$ cat src/rtl/xcvr_pkg.sv
package xcvr_pkg;
  typedef enum logic {
    DIR_TO_A = 1'b0,
    DIR_TO_B = 1'b1
  } xfer_dir_e;

  typedef enum logic {
    SRC_LIVE   = 1'b0,
    SRC_STORED = 1'b1
  } src_sel_e;
endpackage

$ cat src/rtl/xcvr_bus_hold.sv
module xcvr_bus_hold #(
  parameter int W = 8
) (
  input  logic         clk,
  input  logic         rst_n,
  input  logic         drv_i,
  input  logic [W-1:0] bus_i,
  output logic [W-1:0] bus_o
);
  logic [W-1:0] held_q, held_d;

  always_comb begin
    held_d = held_q;
    if (drv_i) held_d = bus_i;
  end

  always_ff @(posedge clk or negedge rst_n) begin
    if (!rst_n) held_q <= '0;
    else        held_q <= held_d;
  end

  assign bus_o = drv_i ? bus_i : held_q;

  AST_FLOAT_KEEPS_LAST: assert property (@(posedge clk) disable iff (!rst_n)
    (drv_i ##1 !drv_i) |-> (bus_o == $past(bus_i))) else $error("floating bus lost value");
endmodule

$ cat src/rtl/xcvr_store_reg.sv
module xcvr_store_reg #(
  parameter int W = 8
) (
  input  logic         clk,
  input  logic         rst_n,
  input  logic         strobe_i,
  input  logic [W-1:0] data_i,
  output logic [W-1:0] data_o
);
  logic         prev_q;
  logic         rise;
  logic [W-1:0] store_q, store_d;

  always_comb begin
    rise    = strobe_i && !prev_q;
    store_d = store_q;
    if (rise) store_d = data_i;
  end

  always_ff @(posedge clk or negedge rst_n) begin
    if (!rst_n) begin
      prev_q  <= 1'b0;
      store_q <= '0;
    end else begin
      prev_q  <= strobe_i;
      store_q <= store_d;
    end
  end

  assign data_o = store_q;

  AST_LOAD_ON_RISE: assert property (@(posedge clk) disable iff (!rst_n)
    (strobe_i && !prev_q) |=> (data_o == $past(data_i))) else $error("capture missed");
  AST_HOLD_NO_RISE: assert property (@(posedge clk) disable iff (!rst_n)
    !(strobe_i && !prev_q) |=> $stable(data_o)) else $error("register changed without edge");
endmodule

$ cat src/rtl/xcvr_lane.sv
module xcvr_lane
  import xcvr_pkg::*;
#(
  parameter int LANE_W = 8
) (
  input  logic              clk,
  input  logic              rst_n,
  input  logic              oe_n,
  input  logic              dir,
  input  logic              cap_ab,
  input  logic              cap_ba,
  input  logic              sel_ab,
  input  logic              sel_ba,
  input  logic [LANE_W-1:0] a_i,
  input  logic              a_drv_i,
  input  logic [LANE_W-1:0] b_i,
  input  logic              b_drv_i,
  output logic [LANE_W-1:0] a_o,
  output logic              a_oe_o,
  output logic [LANE_W-1:0] b_o,
  output logic              b_oe_o
);
  logic [LANE_W-1:0] a_eff, b_eff, st_ab, st_ba;
  logic [LANE_W-1:0] a_o_q, a_o_d, b_o_q, b_o_d;
  logic              a_oe_q, a_oe_d, b_oe_q, b_oe_d;
  xfer_dir_e         dir_e;
  src_sel_e          src_ab, src_ba;

  xcvr_bus_hold #(.W(LANE_W)) u_hold_a (
    .clk(clk), .rst_n(rst_n), .drv_i(a_drv_i), .bus_i(a_i), .bus_o(a_eff));
  xcvr_bus_hold #(.W(LANE_W)) u_hold_b (
    .clk(clk), .rst_n(rst_n), .drv_i(b_drv_i), .bus_i(b_i), .bus_o(b_eff));

  xcvr_store_reg #(.W(LANE_W)) u_reg_ab (
    .clk(clk), .rst_n(rst_n), .strobe_i(cap_ab), .data_i(a_eff), .data_o(st_ab));
  xcvr_store_reg #(.W(LANE_W)) u_reg_ba (
    .clk(clk), .rst_n(rst_n), .strobe_i(cap_ba), .data_i(b_eff), .data_o(st_ba));

  always_comb begin
    dir_e  = xfer_dir_e'(dir);
    src_ab = src_sel_e'(sel_ab);
    src_ba = src_sel_e'(sel_ba);
    b_oe_d = !oe_n && (dir_e == DIR_TO_B);
    a_oe_d = !oe_n && (dir_e == DIR_TO_A);
    b_o_d  = b_o_q;
    a_o_d  = a_o_q;
    if (b_oe_d) b_o_d = (src_ab == SRC_STORED) ? st_ab : a_eff;
    if (a_oe_d) a_o_d = (src_ba == SRC_STORED) ? st_ba : b_eff;
  end

  always_ff @(posedge clk or negedge rst_n) begin
    if (!rst_n) begin
      a_oe_q <= 1'b0;
      b_oe_q <= 1'b0;
      a_o_q  <= '0;
      b_o_q  <= '0;
    end else begin
      a_oe_q <= a_oe_d;
      b_oe_q <= b_oe_d;
      a_o_q  <= a_o_d;
      b_o_q  <= b_o_d;
    end
  end

  assign a_o    = a_o_q;
  assign b_o    = b_o_q;
  assign a_oe_o = a_oe_q;
  assign b_oe_o = b_oe_q;

  AST_ONE_BUS_DRIVEN: assert property (@(posedge clk) disable iff (!rst_n)
    !(a_oe_q && b_oe_q)) else $error("both buses driven");
  AST_ISOLATED: assert property (@(posedge clk) disable iff (!rst_n)
    oe_n |=> (!a_oe_q && !b_oe_q)) else $error("drive while isolated");
  AST_DIR_DRIVES_B: assert property (@(posedge clk) disable iff (!rst_n)
    (!oe_n && dir) |=> (b_oe_q && !a_oe_q)) else $error("direction B wrong");
  AST_DIR_DRIVES_A: assert property (@(posedge clk) disable iff (!rst_n)
    (!oe_n && !dir) |=> (a_oe_q && !b_oe_q)) else $error("direction A wrong");
  AST_LIVE_TO_B: assert property (@(posedge clk) disable iff (!rst_n)
    (!oe_n && dir && !sel_ab) |=> (b_o_q == $past(a_eff))) else $error("live path wrong");
  AST_STORED_TO_B: assert property (@(posedge clk) disable iff (!rst_n)
    (!oe_n && dir && sel_ab) |=> (b_o_q == $past(st_ab))) else $error("stored path wrong");
endmodule

$ cat src/rtl/regbus_xcvr.sv
module regbus_xcvr #(
  parameter int LANES  = 2,
  parameter int LANE_W = 8
) (
  input  logic                    clk,
  input  logic                    rst_n,
  input  logic [LANES-1:0]        oe_n,
  input  logic [LANES-1:0]        dir,
  input  logic [LANES-1:0]        cap_ab,
  input  logic [LANES-1:0]        cap_ba,
  input  logic [LANES-1:0]        sel_ab,
  input  logic [LANES-1:0]        sel_ba,
  input  logic [LANES*LANE_W-1:0] a_i,
  input  logic [LANES-1:0]        a_drv_i,
  input  logic [LANES*LANE_W-1:0] b_i,
  input  logic [LANES-1:0]        b_drv_i,
  output logic [LANES*LANE_W-1:0] a_o,
  output logic [LANES-1:0]        a_oe_o,
  output logic [LANES*LANE_W-1:0] b_o,
  output logic [LANES-1:0]        b_oe_o
);
  localparam int SYNC_STAGES = 2;

  logic [SYNC_STAGES-1:0] rst_sync_q;
  logic                   rst_core_n;

  always_ff @(posedge clk or negedge rst_n) begin
    if (!rst_n) rst_sync_q <= '0;
    else        rst_sync_q <= {rst_sync_q[SYNC_STAGES-2:0], 1'b1};
  end
  assign rst_core_n = rst_sync_q[SYNC_STAGES-1];

  for (genvar l = 0; l < LANES; l++) begin : g_lane
    xcvr_lane #(.LANE_W(LANE_W)) u_lane (
      .clk     (clk),
      .rst_n   (rst_core_n),
      .oe_n    (oe_n[l]),
      .dir     (dir[l]),
      .cap_ab  (cap_ab[l]),
      .cap_ba  (cap_ba[l]),
      .sel_ab  (sel_ab[l]),
      .sel_ba  (sel_ba[l]),
      .a_i     (a_i[l*LANE_W +: LANE_W]),
      .a_drv_i (a_drv_i[l]),
      .b_i     (b_i[l*LANE_W +: LANE_W]),
      .b_drv_i (b_drv_i[l]),
      .a_o     (a_o[l*LANE_W +: LANE_W]),
      .a_oe_o  (a_oe_o[l]),
      .b_o     (b_o[l*LANE_W +: LANE_W]),
      .b_oe_o  (b_oe_o[l])
    );
  end
endmodule

$ cat config.mk
export PLATFORM = sky130hd
export DESIGN_NAME = regbus_xcvr
export DESIGN_NICKNAME = d
export VERILOG_FILES = /design/src/rtl/xcvr_pkg.sv /design/src/rtl/xcvr_bus_hold.sv /design/src/rtl/xcvr_store_reg.sv /design/src/rtl/xcvr_lane.sv /design/src/rtl/regbus_xcvr.sv
export SDC_FILE = /design/constraint.sdc
export NUM_CORES = 1
export LEC_CHECK = 0
export ABC_AREA = 1
export BUFFER_PORTS_ARGS = -buffer_cell sky130_fd_sc_hd__buf_4
export CORE_MARGIN = 8
export CORE_UTILIZATION = 49
export CTS_CLUSTER_SIZE = 24
export DETAILED_ROUTE_END_ITERATION = 16
export HOLD_SLACK_MARGIN = 0.15
export PLACE_DENSITY = 0.79
export SKIP_LAST_GASP = 1
export SLEW_MARGIN = 20
export SYNTH_ARGS = -nofsm -noshare
export SYNTH_HDL_FRONTEND = slang
export SYNTH_SLANG_ARGS = --single-unit
$ cat constraint.sdc
create_clock -name clk -period 3.2 [get_ports clk]
set_clock_uncertainty 0.15 [all_clocks]
set_input_delay 0.32 -clock clk [delete_from_list [all_inputs] [get_ports clk]]
set_output_delay 0.32 -clock clk [all_outputs]
set_load 0.02 [all_outputs]
==> run_results.csv, run 1 <==
group,metric,value,unit
synthesis,syn_inst,539,
clocking,clk-insertion-delay-late,0.35,ns
synthesis,synth_fp_nets,589,
synthesis,yosys.area.top_type,"dfrtp_1",
timing,fin_ws,1.49,ns
die,die-area,12400,sq um
power,peakVddDrop,0.242,mV
place,io_buffers,85,
synthesis,ys_ff_latch,106,
worst_setup_path,worst_ep_arrival_time,1.80,ns
drt,drt_iter0_markers,184,
grt,grt_pass1_wl,17.5,mm
timing,setup_viol,0,
worst_setup_path,endpoint_kind,"register",
grt,grt_max_degree,57,
die,rows,35,
worst_setup_path,timing.rr.end,"g_lane[1].u_lane.u_reg_ba.data_o[4]",
layout,fill_cells,757,
timing,fin_setup_tns,0,ns
synthesis,synth.cell_area,4460,sq um
clocking,ctsResizeCount,0,
die,io_pins,86,
die,initial_utilization,0.494,
grt,grt.total_usage,0.167,
power,p_sw,0.000883,W
power,p_seq_frac,0.527,
worst_setup_path,path_cells,"dlygate4sd3_1 > buf_4 > nand2_1 > dlygate4sd3_1 > nand2_1 > nand2_1 > nand2_1",
power,power.total,0.00303,W
power,p_int,0.00215,W
worst_setup_path,cp_max_fo,2,
worst_setup_path,critPathLaunchType,"input pin",
grt,antenna_found_initial,0,
flow_run,maxCapViolCount,0,
die,die_w,111,um
worst_setup_path,cp_common_cell,"nand2_1",
drt,wl,10.2,mm
synthesis,synth_top_area_share,0.595,
worst_setup_path,slowest_delay,0.56,ns
grt,grt-ovfl-total,0,
drt,num_vias,3824,
synthesis,yosys_warnings,0,
clocking,post_cts_buffers,0,
worst_setup_path,critPathSlowestCell,"dlygate4sd3_1",
worst_setup_path,rr_worst_depth,1,
drt,drc,0,
synthesis,ys_types,14,
layout,layout-area-overhead-vs-synth,29.3,%
die,dieHeight,111,um
place,place_hpwl,6.83,mm
grt,grt_pass1_vias,3942,
timing,post-route-period-util,0.534,
layout,ff_latch_area,2660,sq um
synthesis,syn_avg_cell_area,8.27,sq um
place,gp_congestion,0.768,
power,power_leakage,3.19,nW
timing,finalCriticalPeriod,1.71,ns
power,power_density,526,nW/um^2
timing,fmax,585,MHz
layout,nNetsFinal,715,
drt,wl_per_cell,13.0,um
synthesis,yosysSeqAreaShare,0.595,
drt,dr.pass1.iters,7,
drt,ant_nets,0,
clocking,cts.htree.levels,3,
clocking,cts_sinks,106,
die,core-area,9020,sq um
worst_setup_path,r2r-start,"rst_sync_q[1]",
layout,layout_common_cells,"288 x nand2_1, 105 x dfrtp_1, 87 x buf_4",
clocking,path_clk_slew,0.10,ns
layout,antennaDiodeCount,0,
synthesis,synthTopCellsByArea,"dfrtp_1 60%, nand2_1 24%, nor2_1 5.2%",
outcome,status,"complete, no violations",
clocking,cts_hold_buf,44,
clocking,clock_path_buffers,2,
worst_setup_path,cp.required,3.29,ns
timing,timing.final.hold_violations,0,
layout,layout_commonest_cell,"nand2_1",
worst_setup_path,cp-startpoint,"b_i[0]",
layout,fin_util,0.639,
clocking,cts_root_buf,"clkbuf_8",
power,p_sw_frac,0.291,
clocking,numCtsBuffers,9,
power,p_comb_frac,0.198,
timing,maxSlewViolCount,0,
layout,multi_input_area,1570,sq um
worst_setup_path,critPathKind,"in2reg",
worst_setup_path,r2r_slack,1.83,ns
timing,tightest_slew,0.705,ns
clocking,cts_tree,"built",
layout,drive_gt1_frac,0.193,
timing,maxSlewHeadroom,0.530,
worst_setup_path,crit_end,"g_lane[0].u_lane.u_reg_ba.data_o[0]",
timing,rsz0062_at_grt,"no",
place,place_ws,1.78,ns
drt,vias_per_cell,4.90,
power,clockPowerShare,0.275,
min_path,hold_class,"in2reg",
-- critical path, delay by kind of cell --
family / cells / cell delay (ns)
buf+inv: 3 / 1.23
simple gates: 4 / 0.25
-- area by class of cell --
cell class	instances	share of cell area
Sequential cell	106	0.461
Clock inverter	5	0.0109
Multi-Input combinational cell	393	0.272
Timing Repair Buffer	131	0.190
Clock buffer	11	0.0245
Tap cell	111	0.0241
Inverter	24	0.0174
-- synth_stat cells (all sizes together) --
cell type  number
nand3          32
conb            1
nand2         292
inv            24
dfrtp         106
nor2           68
buf            16
-- routing by layer --
metal  routed length, um  track usage
met5                   0            0
met4                 221       0.0667
met3                 452       0.0301
met2                5200        0.288
met1                4300        0.200
-- power groups by stage --
stage	registers (W)	clock network (W)	logic (W)
6_report	0.00160	0.000836	0.000600
2_1_floorplan	0.00169	0	0.000260
4_1_cts	0.00160	0.000855	0.000602
3_3_place_gp	0.00162	0	0.000541
3_5_place_dp	0.00162	0	0.000557
5_1_grt	0.00162	0.000906	0.000668
-- per-stage QoR --
step	cells	cell area (sq um)	hold slack, ns
2_1_floorplan	539	4460	-0.126
3_3_place_gp	721	5120	-0.0428
3_5_place_dp	721	5120	-0.0389
4_1_cts	781	5760	0.150
5_1_grt	781	5760	0.160
6_report	781	5760	0.165
-- registers in the layout, summed over array words and instances (netlist names) --
| name | cells |
|---|---|
| g_lane.u_lane.b_o | 16 |
| g_lane.u_lane.u_reg_ab.prev_q | 2 |
| g_lane.u_lane.u_reg_ba.data_o | 16 |
| g_lane.u_lane.u_hold_b.held_q | 16 |
| g_lane.u_lane.a_o | 16 |
| g_lane.u_lane.u_hold_a.held_q | 16 |
| rst_sync_q | 2 |
| g_lane.u_lane.a_oe_o | 2 |
| g_lane.u_lane.u_reg_ba.prev_q | 2 |
| g_lane.u_lane.b_oe_o | 2 |
| g_lane.u_lane.u_reg_ab.data_o | 16 |
-- kinds of logic after synthesis --
kind of cell	share of synthesized area
simple gates	0.351
flops	0.595
buf+inv	0.0528
other cells	0.000841
-- how the worst min path moves through the flow --
stage	startpoint	end	slack, ns	depth (start not counted)
after global placement	rst_n	rst_sync_q[0]	-0.04	1
after floorplan	rst_n	rst_sync_q[0]	-0.13	0
final	b_drv_i[1]	g_lane[1].u_lane.u_hold_b.held_q[2]	0.17	3
after detailed placement	rst_n	rst_sync_q[1]	-0.04	1
after CTS	a_drv_i[0]	g_lane[0].u_lane.u_hold_a.held_q[3]	0.15	3
after global routing	b_drv_i[1]	g_lane[1].u_lane.u_hold_b.held_q[5]	0.16	3
(Power assumes the default switching activity.)
==> run 2: changes to the inputs <==
--- a/config.mk
+++ b/config.mk
@@ -8,11 +8,11 @@
 export ABC_AREA = 1
 export BUFFER_PORTS_ARGS = -buffer_cell sky130_fd_sc_hd__buf_4
 export CORE_MARGIN = 8
-export CORE_UTILIZATION = 49
+export CORE_UTILIZATION = 50
 export CTS_CLUSTER_SIZE = 24
 export DETAILED_ROUTE_END_ITERATION = 16
 export HOLD_SLACK_MARGIN = 0.15
-export PLACE_DENSITY = 0.79
+export PLACE_DENSITY = 0.77
 export SKIP_LAST_GASP = 1
 export SLEW_MARGIN = 20
 export SYNTH_ARGS = -nofsm -noshare
==> constraint.sdc (replaced) <==
create_clock -name clk -period 1.7 [get_ports clk]
set_clock_uncertainty 0.15 [all_clocks]
set_input_delay 0.17 -clock clk [delete_from_list [all_inputs] [get_ports clk]]
set_output_delay 0.17 -clock clk [all_outputs]
set_load 0.02 [all_outputs]
==> run_results.csv, run 2 (synthesis gave the netlist of run 1 again) <==
group,metric,value,unit
timing,timing.final.hold_violations,0,
grt,antenna_found_initial,0,
layout,drive_gt1_frac,0.184,
timing,finalCriticalPeriod,1.65,ns
timing,tightest_slew,0.597,ns
drt,dr.pass1.iters,4,
power,power_density,952,nW/um^2
power,power_leakage,3.33,nW
drt,num_vias,3974,
place,placed_cell_area,5130,sq um
worst_setup_path,cp.required,1.82,ns
worst_setup_path,timing.rr.end,"g_lane[0].u_lane.u_reg_ba.data_o[5]",
layout,layout-area-overhead-vs-synth,38.3,%
drt,ant_nets,0,
clocking,path_clk_slew,0.11,ns
drt,wl_per_cell,13.6,um
place,gp_congestion,0.781,
grt,grt_pass1_wl,18.7,mm
clocking,cts_root_buf,"clkbuf_8",
clocking,clock_path_buffers,2,
die,initial_utilization,0.514,
layout,fin_util,0.710,
layout,nNetsFinal,753,
layout,postLayoutCellArea,6170,sq um
timing,maxSlewHeadroom,0.602,
layout,layout_commonest_cell,"nand2_1",
clocking,post_cts_buffers,0,
place,io_buffers,85,
drt,wl,11.1,mm
die,rows,34,
die,io_pins,86,
timing,setup_viol,0,
worst_setup_path,endpoint_kind,"register",
die,die-area,12200,sq um
clocking,numCtsBuffers,9,
clocking,cts_tree,"built",
timing,post-route-period-util,0.973,
grt,grt.total_usage,0.180,
grt,grt_pass1_vias,3932,
timing,fin_setup_tns,0,ns
place,place_hpwl,6.64,mm
worst_setup_path,critPathKind,"in2reg",
clocking,cts_sinks,106,
clocking,cts.htree.levels,3,
layout,layout_common_cells,"288 x nand2_1, 105 x dfrtp_1, 86 x buf_4",
drt,drt_iter0_markers,154,
min_path,hold_class,"reg2async",
outcome,status,"complete, no violations",
worst_setup_path,r2r_slack,0.49,ns
die,dieHeight,110,um
timing,rsz0062_at_grt,"no",
clocking,clk-insertion-delay-late,0.37,ns
drt,drc,0,
flow_run,maxCapViolCount,0,
die,die_w,110,um
drt,vias_per_cell,4.87,
grt,grt_max_degree,59,
layout,multi_input_area,1580,sq um
worst_setup_path,r2r-start,"g_lane[0].u_lane.u_reg_ba.prev_q",
layout,ff_latch_area,2660,sq um
die,core-area,8680,sq um
timing,fmax,605,MHz
worst_setup_path,worst_ep_arrival_time,1.78,ns
layout,fill_cells,667,
timing,fin_ws,0.0465,ns
place,place_ws,0.530,ns
power,peakVddDrop,0.509,mV
worst_setup_path,cp_max_fo,9,
timing,maxSlewViolCount,0,
grt,grt-ovfl-total,0,
worst_setup_path,rr_worst_depth,4,
worst_setup_path,critPathLaunchType,"input pin",
layout,antennaDiodeCount,0,
-- run 2: changes by cell type in the layout (fill, tap and decap cells not counted) --
cell / previous run / this run
clkinvlp_4: 2 / 0
buf_4: 87 / 86
nand2_2: 2 / 0
nand2_4: 2 / 4
clkinv_2: 0 / 1
clkbuf_1: 1 / 0
buf_12: 0 / 1
inv_6: 1 / 3
dlygate4sd3_1: 44 / 82
-- run 2: worst max path at each step --
stage	startpoint	cells past startpoint	endpoint	slack, ns
final	a_drv_i[1]	7	g_lane[1].u_lane.b_o[5]	0.05
after global routing	a_drv_i[0]	7	g_lane[0].u_lane.b_o[1]	0.0004
after CTS	dir[0]	5	g_lane[0].u_lane.b_oe_o	0.006
after detailed placement	g_lane[0].u_lane.u_reg_ba.prev_q	4	g_lane[0].u_lane.u_reg_ba.data_o[5]	0.53
after global placement	g_lane[0].u_lane.u_reg_ab.prev_q	4	g_lane[0].u_lane.u_reg_ab.data_o[4]	0.55
after floorplan	rst_sync_q[1]	0	g_lane[0].u_lane.a_o[0]	0.40
-- run 2: power by group --
group	switching, W	total (W)	internal [W]
registers	0.000159	0.00299	0.00283
logic	0.000687	0.00124	0.000553
clock network	0.000903	0.00164	0.000739
total	0.00175	0.00587	0.00412
-- run 2: through the flow --
step,hold slack (ns),instances,total power [W]
global placement,-0.197,718,0.00407
detailed placement,-0.195,718,0.00411
global route,0.220,816,0.00615
CTS,0.200,818,0.00589
finish,0.180,816,0.00587
floorplan,-0.276,539,0.00367
-- run 2: critical path, stage by stage --
cell	delay, ns
dlygate4sd3_1	0.54
buf_4	0.18
nand2_1	0.06
dlygate4sd3_1	0.58
nand3_1	0.10
nand2_1	0.10
nand2_1	0.05
-- run 2: what timing repair did --
| item | CTS | global route |
|---|---|---|
| gates resized for setup | 0 | 2 |
| setup endpoints to repair | 0 | 5 |
| endpoints found under the hold margin | 106 | 0 |
| hold buffers | 84 | 0 |
-- run 2: layer usage --
metal / wire length (um) / GRT usage / share of wire
met5: 0 / 0 / 0
met4: 168 / 0.0685 / 0.015
met3: 508 / 0.0363 / 0.046
met2: 5460 / 0.293 / 0.49
met1: 4960 / 0.231 / 0.45
-- run 2: area by class of cell --
type / count / area share
multi-input combinational: 393 / 0.256
sequential: 106 / 0.431
clock inverter: 6 / 0.0114
inverter: 24 / 0.0162
tap: 108 / 0.0219
timing repair buffer: 169 / 0.241
clock buffer: 10 / 0.0223
==> run 3: changes to the inputs <==
--- a/config.mk
+++ b/config.mk
@@ -8,11 +8,12 @@
 export ABC_AREA = 1
 export BUFFER_PORTS_ARGS = -buffer_cell sky130_fd_sc_hd__buf_4
 export CORE_MARGIN = 8
-export CORE_UTILIZATION = 50
+export CORE_UTILIZATION = 55
 export CTS_CLUSTER_SIZE = 24
 export DETAILED_ROUTE_END_ITERATION = 16
+export GPL_ROUTABILITY_DRIVEN = 1
 export HOLD_SLACK_MARGIN = 0.15
-export PLACE_DENSITY = 0.77
+export PLACE_DENSITY = 0.83
 export SKIP_LAST_GASP = 1
 export SLEW_MARGIN = 20
 export SYNTH_ARGS = -nofsm -noshare
==> run_results.csv, run 3 (synthesis gave the netlist of run 1 again) <==
group,metric,value,unit
outcome,status,"complete, no violations",
worst_setup_path,r2r_slack,0.38,ns
die,rows,33,
worst_setup_path,timing.rr.end,"g_lane[0].u_lane.a_o[3]",
power,power_density,946,nW/um^2
timing,setup_viol,0,
die,io_pins,86,
clocking,path_clk_slew,0.11,ns
die,die-area,11200,sq um
die,die_w,106,um
place,io_buffers,85,
worst_setup_path,crit_buf_inv,3,
drt,drc,0,
worst_setup_path,cp.required,1.79,ns
layout,fill_cells,540,
timing,hold_ws,0.140,ns
timing,finalCriticalPeriod,1.67,ns
worst_setup_path,cp-startpoint,"b_drv_i[1]",
layout,drive_gt1_frac,0.187,
worst_setup_path,critPathLaunchType,"input pin",
drt,vias_per_cell,5.00,
clocking,cts_tree,"built",
timing,timing.final.hold_violations,0,
worst_setup_path,r2r-start,"g_lane[0].u_lane.a_o[3]",
worst_setup_path,critical_path_depth,7,
clocking,cts.htree.levels,3,
grt,grt_max_degree,31,
timing,fin_setup_tns,0,ns
worst_setup_path,critPathKind,"in2reg",
grt,grt_pass1_vias,4340,
min_path,hold_class,"reg2async",
clocking,cts_sinks,106,
worst_setup_path,cp_common_cell,"nand2_1",
worst_setup_path,endpoint_kind,"register",
worst_setup_path,rr_worst_depth,3,
worst_setup_path,critPathSlowestCell,"dlygate4sd3_1",
worst_setup_path,cp_max_fo,9,
grt,grt-ovfl-total,0,
worst_setup_path,worst_ep_arrival_time,1.76,ns
place,gp_congestion,0.802,
die,dieHeight,106,um
die,core-area,8050,sq um
layout,layout-area-overhead-vs-synth,36.9,%
die,initial_utilization,0.554,
flow_run,maxCapViolCount,0,
power,power_leakage,3.31,nW
grt,grt.total_usage,0.213,
clocking,cts_root_buf,"clkbuf_8",
drt,num_vias,4038,
layout,layout_common_cells,"287 x nand2_1, 105 x dfrtp_1, 85 x buf_4",
timing,maxSlewViolCount,0,
timing,fmax,599,MHz
drt,ant_nets,0,
place,place_hpwl,7.13,mm
drt,drt_iter0_markers,153,
worst_setup_path,crit_family,"buffers and inverters",
grt,antenna_found_initial,0,
worst_setup_path,slowest_delay,0.60,ns
clocking,clk-insertion-delay-late,0.36,ns
layout,antennaDiodeCount,0,
drt,wl,11.3,mm
clocking,clock_path_buffers,2,
drt,wl_per_cell,14.0,um
clocking,numCtsBuffers,9,
drt,dr.pass1.iters,5,
worst_setup_path,crit_end,"g_lane[1].u_lane.u_reg_ba.data_o[1]",
power,peakVddDrop,0.666,mV
timing,fin_ws,0.0292,ns
grt,grt_pass1_wl,19.8,mm
timing,post-route-period-util,0.983,
layout,layout_commonest_cell,"nand2_1",
place,place_ws,0.536,ns
clocking,post_cts_buffers,0,
worst_setup_path,path_cells,"dlygate4sd3_1 > buf_4 > nand2_1 > dlygate4sd3_1 > nand2_2 > nand2_1 > nand2_1",
power,power.total,0.00577,W
layout,nNetsFinal,747,
-- run 3: worst min-delay path by stage --
stage                                                to          start  cells after the start
floorplan                                 rst_sync_q[0]          rst_n                      0
global placement                          rst_sync_q[0]          rst_n                      1
detailed placement                        rst_sync_q[0]          rst_n                      1
CTS                 g_lane[1].u_lane.u_reg_ab.data_o[1]  rst_sync_q[1]                      0
global route        g_lane[1].u_lane.u_reg_ab.data_o[1]  rst_sync_q[1]                      0
finish              g_lane[1].u_lane.u_reg_ab.data_o[1]  rst_sync_q[1]                      0
-- run 3: worst register-to-register path: stages (launching register included) --
cell and delay [ns]:
dfrtp_1 0.41, nand2_1 0.07, dlygate4sd3_1 0.55, nand2_1 0.05
-- run 3: where the power goes --
group / switching (W) / internal, W / leakage, nW
registers: 0.000179 / 0.00283 / 1.32
clock network: 0.000843 / 0.000695 / 0.0983
logic: 0.000679 / 0.000552 / 1.90
total: 0.00170 / 0.00407 / 3.31
-- run 3: cell type report --
cell class                      count  area, sq um  area share
Tap cell                          105          131      0.0215
Multi-Input combinational cell    393         1570       0.258
Timing Repair Buffer              163         1450       0.238
Clock buffer                       11          131      0.0215
Clock inverter                      5         61.3      0.0100
Sequential cell                   106         2660       0.435
Inverter                           24          100      0.0164
-- run 3: timing repair --
action / 4_1_cts / 5_1_grt
hold endpoints to repair: 106 / 0
gates resized for setup: 0 / 2
hold buffers: 83 / 0
endpoints found under the setup margin: 0 / 13
-- run 3: per-layer routing --
metal,track usage,vias to the layer above,wire length [um]
met5,0,-,0
li1,-,1951,-
met3,0.0448,17,584
met2,0.384,123,6120
met1,0.243,1947,4420
met4,0.0784,0,177
-- run 3: stage by stage --
stage	area, sq um	util	std cells
6_report	6100	0.758	807
4_1_cts	6190	0.768	816
5_1_grt	6100	0.758	807
3_3_place_gp	5160	0.641	717
3_5_place_dp	5160	0.641	717
2_1_floorplan	4460	-	539
